<file path="src/rtl/adc_seq_pkg.sv">
package adc_seq_pkg;
    localparam int RES_W   = 10;
    localparam int CH_W    = 3;
    localparam int PRS_W   = 8;
    localparam int DATA_W  = 8;
    localparam int DEF_DIV = 64;

    typedef enum logic [1:0] {
        A_CTRL = 2'd0,
        A_PRS  = 2'd1,
        A_RHI  = 2'd2,
        A_RLO  = 2'd3
    } reg_addr_t;

    typedef struct packed {
        logic             busy;
        logic [RES_W-1:0] trial;
        logic [RES_W-1:0] mask;
        logic [CH_W-1:0]  ch;
        logic [PRS_W-1:0] prs;
    } sar_state_t;

    typedef struct packed {
        logic [CH_W-1:0]  ch;
        logic             ien;
        logic             eoc;
        logic [PRS_W-1:0] prs;
        logic [RES_W-1:0] res;
    } ctl_regs_t;
endpackage

</file>
<file path="src/rtl/adc_step_timer.sv">
module adc_step_timer
    import adc_seq_pkg::*;
(
    input  logic             clk,
    input  logic             rst_n,
    input  logic             en,
    input  logic [PRS_W-1:0] prs,
    output logic             tick
);
    localparam int CNT_W = PRS_W + 2;

    logic [CNT_W-1:0] cnt_d, cnt_q, limit;

    always_comb begin
        if (prs == '0) limit = CNT_W'(DEF_DIV - 1);
        else           limit = {1'b0, prs, 1'b0} - CNT_W'(1);
        tick  = en && (cnt_q == limit);
        cnt_d = (!en || tick) ? '0 : cnt_q + CNT_W'(1);
    end

    always_ff @(posedge clk or negedge rst_n) begin
        if (!rst_n) cnt_q <= '0;
        else        cnt_q <= cnt_d;
    end

    // the divider never runs past its limit, so the latched prescaler is held
    a_r6_cnt_in_window: assert property (@(posedge clk) disable iff (!rst_n)
        en |-> cnt_q <= limit);
endmodule

</file>
<file path="src/rtl/adc_sar_core.sv">
module adc_sar_core
    import adc_seq_pkg::*;
(
    input  logic             clk,
    input  logic             rst_n,
    input  logic             start,
    input  logic [CH_W-1:0]  start_ch,
    input  logic [PRS_W-1:0] start_prs,
    input  logic             tick,
    input  logic             cmp,
    output logic             busy,
    output logic [CH_W-1:0]  ch,
    output logic [PRS_W-1:0] prs,
    output logic [RES_W-1:0] trial,
    output logic             done,
    output logic [RES_W-1:0] result
);
    localparam logic [RES_W-1:0] TOP_BIT = RES_W'(1) << (RES_W - 1);

    sar_state_t s_d, s_q;
    logic [RES_W-1:0] keep;

    always_comb begin
        s_d    = s_q;
        done   = 1'b0;
        keep   = cmp ? s_q.trial : (s_q.trial & ~s_q.mask);
        result = keep;
        if (!s_q.busy && start) begin
            s_d.busy  = 1'b1;
            s_d.ch    = start_ch;
            s_d.prs   = start_prs;
            s_d.mask  = TOP_BIT;
            s_d.trial = TOP_BIT;
        end else if (s_q.busy && tick) begin
            if (s_q.mask[0]) begin
                done      = 1'b1;
                s_d.busy  = 1'b0;
                s_d.trial = keep;
                s_d.mask  = '0;
            end else begin
                s_d.mask  = s_q.mask >> 1;
                s_d.trial = keep | (s_q.mask >> 1);
            end
        end
    end

    always_ff @(posedge clk or negedge rst_n) begin
        if (!rst_n) s_q <= '0;
        else        s_q <= s_d;
    end

    assign busy  = s_q.busy;
    assign ch    = s_q.ch;
    assign prs   = s_q.prs;
    assign trial = s_q.trial;

    // the latched channel does not move while a conversion runs
    a_r4_ch_held: assert property (@(posedge clk) disable iff (!rst_n)
        s_q.busy |=> (!s_q.busy || $stable(s_q.ch)));
    // exactly one bit under trial at every step
    a_r5_one_step_bit: assert property (@(posedge clk) disable iff (!rst_n)
        s_q.busy |-> $countones(s_q.mask) == 1);
    // a running conversion only ends through completion
    a_r7_no_early_end: assert property (@(posedge clk) disable iff (!rst_n)
        (s_q.busy && !done) |=> s_q.busy);
endmodule

</file>
<file path="src/rtl/adc_seq_ctrl.sv">
module adc_seq_ctrl
    import adc_seq_pkg::*;
(
    input  logic              clk,
    input  logic              rst_n,
    input  logic              wr_en,
    input  logic [1:0]        addr,
    input  logic [DATA_W-1:0] wdata,
    output logic [DATA_W-1:0] rdata,
    input  logic              cmp_i,
    output logic [RES_W-1:0]  dac_code_o,
    output logic [CH_W-1:0]   ch_sel_o,
    output logic              irq_o
);
    localparam int LO_W = RES_W - DATA_W;

    ctl_regs_t r_d, r_q;
    logic start_req, tick, core_busy, core_done;
    logic [PRS_W-1:0] core_prs;
    logic [RES_W-1:0] core_result;

    always_comb begin
        r_d       = r_q;
        start_req = 1'b0;
        if (wr_en) begin
            case (reg_addr_t'(addr))
                A_CTRL: begin
                    r_d.ch  = wdata[CH_W-1:0];
                    r_d.ien = wdata[5];
                    if (!wdata[4]) r_d.eoc = 1'b0;
                    start_req = wdata[3] && !core_busy;
                end
                A_PRS:   r_d.prs = wdata[PRS_W-1:0];
                default: ;
            endcase
        end
        if (core_done) begin
            r_d.res = core_result;
            r_d.eoc = 1'b1;
        end
    end

    always_ff @(posedge clk or negedge rst_n) begin
        if (!rst_n) r_q <= '0;
        else        r_q <= r_d;
    end

    adc_step_timer i_timer (
        .clk   (clk),
        .rst_n (rst_n),
        .en    (core_busy),
        .prs   (core_prs),
        .tick  (tick)
    );

    adc_sar_core i_core (
        .clk       (clk),
        .rst_n     (rst_n),
        .start     (start_req),
        .start_ch  (wdata[CH_W-1:0]),
        .start_prs (r_q.prs),
        .tick      (tick),
        .cmp       (cmp_i),
        .busy      (core_busy),
        .ch        (ch_sel_o),
        .prs       (core_prs),
        .trial     (dac_code_o),
        .done      (core_done),
        .result    (core_result)
    );

    always_comb begin
        case (reg_addr_t'(addr))
            A_CTRL:  rdata = {2'b00, r_q.ien, r_q.eoc, core_busy, r_q.ch};
            A_PRS:   rdata = r_q.prs;
            A_RHI:   rdata = r_q.res[RES_W-1:LO_W];
            default: rdata = {{(DATA_W-LO_W){1'b0}}, r_q.res[LO_W-1:0]};
        endcase
    end

    assign irq_o = r_q.eoc & r_q.ien;

    // the flag holds unless software writes a clear
    a_r2_eoc_sticky: assert property (@(posedge clk) disable iff (!rst_n)
        (r_q.eoc && !(wr_en && addr == A_CTRL && !wdata[4])) |=> r_q.eoc);
    // a completion always leaves the flag set
    a_r2_eoc_on_done: assert property (@(posedge clk) disable iff (!rst_n)
        core_done |=> r_q.eoc);
    // the result registers change only on completion
    a_r7_result_atomic: assert property (@(posedge clk) disable iff (!rst_n)
        !core_done |=> $stable(r_q.res));
endmodule

</file>
<file path="config.mk">
export PLATFORM = sky130hd
export DESIGN_NAME = adc_seq_ctrl
export DESIGN_NICKNAME = d
export VERILOG_FILES = /design/src/rtl/adc_seq_pkg.sv /design/src/rtl/adc_step_timer.sv /design/src/rtl/adc_sar_core.sv /design/src/rtl/adc_seq_ctrl.sv
export SDC_FILE = /design/constraint.sdc
export NUM_CORES = 1
export LEC_CHECK = 0
export ABC_AREA = 1
export BUFFER_PORTS_ARGS = -buffer_cell sky130_fd_sc_hd__clkbuf_2
export CAP_MARGIN = 20
export CORE_MARGIN = 4
export CORE_UTILIZATION = 65
export CTS_BUF_LIST = sky130_fd_sc_hd__clkbuf_4 sky130_fd_sc_hd__clkbuf_8
export DETAILED_ROUTE_END_ITERATION = 12
export PLACE_DENSITY = 0.87
export SLEW_MARGIN = 25
export SYNTH_ARGS = -nofsm -noshare
export SYNTH_HDL_FRONTEND = slang
export SYNTH_HIERARCHICAL = 1
export SYNTH_SLANG_ARGS = --single-unit
</file>
<file path="constraint.sdc">
create_clock -name clk -period 6.1 [get_ports clk]
set_input_delay 0.61 -clock clk [delete_from_list [all_inputs] [get_ports clk]]
set_output_delay 0.61 -clock clk [all_outputs]
set_load 0.02 [all_outputs]
</file>
==> reports/qor.yml <==
power:
  power.total_mw: 1.59
  share_comb_of_total_power_pct: 34.4
  internal_power_mw: 0.953
  switching_share_pct: 40.0
  pwr-share-seq_pct: 42.2
  reported_leakage_power_nw: 2.01
  power.clock.fraction_pct: 23.4
  power.switching_mw: 0.635
  peak_supply_drop_uv: 246
  power.density_nw_per_um2: 416
critical_path:
  cp-start-kind: "flip-flop"
  critical_path_arrival_ps: 3920
  setup.worst_path.class: "reg2reg"
  timing.critical_path.to_type: "flip-flop"
  cpMostUsedCell: "sky130_fd_sc_hd__nand2_1"
  critical_path_peak_fanout: 23
  cp_cell_sequence: "inv_1 -> ha_1 -> nand2_1 -> nand2_1 -> nor2_1 -> nand2_1 -> nor2_1 -> nand2_1 -> nor2_1 -> nand2_1 -> nor3_2 -> nand2_4 -> nor2_1 -> clkinv_1 -> nand2_1 -> nand2_1"
  buffers_and_inverters_on_the_worst_path: 2
  worst_path_largest_cell_delay_ps: 610
  critical-path-top-delay-family: "simple AND/OR/NAND/NOR gates"
  cp_slowest_cell: "sky130_fd_sc_hd__nor2_1"
  required_ps: 6330
finish:
  num-fill-cells: 399
  antenna_cells_inserted: 0
  drive_gt1_share_pct: 16.0
  area.growth.synth_to_final_pct: 5.67
  final_area_sq_um: 3820
  finalNetCount: 497
  final-instance-count-excl-fill: 556
synthesis:
  yosys.cell_types.count: 30
  yosys_top_cell_by_area: "sky130_fd_sc_hd__dfrtp_1"
  gate_count_after_technology_mapping: 469
  synth_area_leaders: "sky130_fd_sc_hd__dfrtp_1, sky130_fd_sc_hd__nand2_1, sky130_fd_sc_hd__nand3_1"
  number_of_enable_type_register_cells_in_the_synthesized_netlist: 0
  ys_seq_area_share_pct: 45.0
  syn-cell-area_sq_um: 3620
  ys_dominant_reg_cell: "sky130_fd_sc_hd__dfrtp_1"
  post_synth_top_cells: "sky130_fd_sc_hd__nand2_1, sky130_fd_sc_hd__dfrtp_1, sky130_fd_sc_hd__nand3_1, sky130_fd_sc_hd__inv_1, sky130_fd_sc_hd__buf_4"
  yosys_warnings: 6
  ys_async_sr_fraction_pct: 100
  mappedNetlistNets: 485
  synth.most_common_cell: "sky130_fd_sc_hd__nand2_1"
  total_of_flip_flops_plus_latches_after_synthesis: 65
  synth_top_area_share_pct: 45.0
  syn-mean-instance-area_sq_um: 7.71
floorplanning:
  io_pins: 36
  design.core.area_sq_um: 5240
  chipWidth_um: 82.6
  initial_utilization_pct: 69.0
  die_area_sq_um: 6820
  die_height_um: 82.6
  placement_rows: 26
global_routing:
  largest_net_degree_at_the_start_of_global_routing: 66
  antenna_found_initial: 0
  globalRoute.totalOverflow: 0
  grt_pass1_wl_mm: 13.3
  first_global_vias: 2880
  grt.total_usage_pct: 26.0
clock_network:
  worst_skew_pair.late_latency_ps: 340
  cts_repair_resize_count: 0
  clockBufferDepth: 2
  tritoncts: "yes"
  cts_hold_repair.buffers: 0
  clock-sinks: 65
  post-cts-setup-buffers: 0
  cts.root.buffer_cell: "sky130_fd_sc_hd__clkbuf_8"
  clock_transition_time_at_the_flip_flop_clock_pins_of_the_worst_setup_and_hold_paths_ps: 70
  numCtsBuffers: 9
  ctsHtreeMaxLevel: 3
timing:
  relSlewSlack_pct: 45.9
  whs_ps: 441
  layout_min_cycle_time_ps: 3690
  setup-tns-final_ps: 0
  worst_slew_pin_slew_ps: 812
  finalCritPeriodShare_pct: 60.4
  maxSlewViolCount: 0
  rsz_0062_raised_after_global_routing: "false"
  hold_violations: 0
  finalSetupViolCount: 0
  skew_ps: 5.43
  max_clock_freq_mhz: 271
status:
  run_status: "completed"
detailed_routing:
  detailedRoute.firstIterationViolations: 232
  antenna_left: 0
  detail_route.first_pass.iterations: 5
  drc_errors: 0
  wirelength_mm: 7.81
  dr_total_vias: 3048
  drt-wirelength-per-cell_um: 14.1
  vias_per_cell: 5.48
place:
  finalWeightedCongestion: 0.874
  dpl.hpwl_mm: 5.48
  io_buffers: 35
  placed_cells_incl_taps: 540
  dpl-instance-area_sq_um: 3620
hold_path:
  path_category_of_the_worst_min_delay_check: "in2async"
job:
  maxCapViolCount: 0
cell families (layout without fill, tap and decap cells):
| kind of cell | after synthesis | count (layout) | share of synthesized area, % |
|---|---|---|---|
| fa+ha+maj | 2 | 2 | 0.692 |
| flops | 65 | 65 | 45.0 |
| xor+xnor | 7 | 7 | 1.70 |
| buf+inv | 74 | 91 | 11.7 |
| compound gates | 18 | 18 | 3.43 |
| simple gates | 303 | 303 | 37.5 |
flip-flops by register name, indices dropped and copies added (netlist names):
register and count:
r_q 23, i_core/s_q 10, i_core/trial 10, i_timer/cnt_q 10
i_core/prs 8, i_core/ch 3, i_core/busy 1
worst reg2reg max path, delay by kind of cell (launching register included):
family / cells / cell delay, ps
adders and majority gates: 1 / 270
buffers and inverters: 2 / 590
DFF: 1 / 410
and+or+nand+nor: 13 / 2310
cell type report:
cell class	instances	area, sq um	area share [%]
clock buffers	13	160	4.19
clock inverters	3	40.0	1.05
inverters	39	151	3.96
multi-input cells	330	1570	41.2
flip-flops and latches	65	1630	42.6
well taps	70	87.6	2.29
repair buffers	36	183	4.78
worst paths after layout:
check	start	slack [ps]	cells after the start	endpoint
worst min-delay path	rst_n	440	2	r_q[21]$_DFFE_PN0P_
worst max-delay path	i_core/prs[0]$_DFFE_PN0P_	2410	16	r_q[3]$_DFFE_PN0P_
max in group asynchronous	rst_n	5140	2	i_core/s_q[12]$_DFFE_PN0P_
worst min register to register	r_q[4]$_DFFE_PN0P_	480	2	r_q[4]$_DFFE_PN0P_
min in group clk	wdata[7]	470	3	r_q[17]$_DFFE_PN0P_
worst max register to register	i_core/prs[0]$_DFFE_PN0P_	2410	16	r_q[3]$_DFFE_PN0P_
layer usage:
layer  wire length, um  up-vias  track usage (%)
li1                  -     1496                -
met1              3440     1440             34.1
met2              3830      100             42.2
met3               417       12             6.18
met4               125        0             8.82
met5                 0        -                0
through the flow:
stage	utilization, %	setup slack, ps
floorplan	-	3500
global placement	69.0	2300
detailed placement	69.0	2130
CTS	72.9	2100
global route	73.0	1970
finish	73.0	2410
layout by cell type, fill, tap and decap left out, drive strengths merged:
cell,n
a21boi,9
buf,1
bufinv,1
clkbuf,48
clkinv,3
dfrtp,65
ha,2
inv,38
nand2,189
nand3,65
nand3b,1
nand4,16
nor2,29
nor3,3
o21ai,7
o21bai,1
o22ai,1
xnor2,2
xor2,5
power by group through the flow:
stage / Sequential (mW) / Clock, mW / Combinational, mW
floorplan: 0.624 / 0 / 0.509
global placement: 0.668 / 0 / 0.528
detailed placement: 0.673 / 0 / 0.542
CTS: 0.666 / 0.377 / 0.545
global route: 0.688 / 0.400 / 0.621
finish: 0.670 / 0.371 / 0.547
No activity file was read; power rests on OpenSTA's default activity.
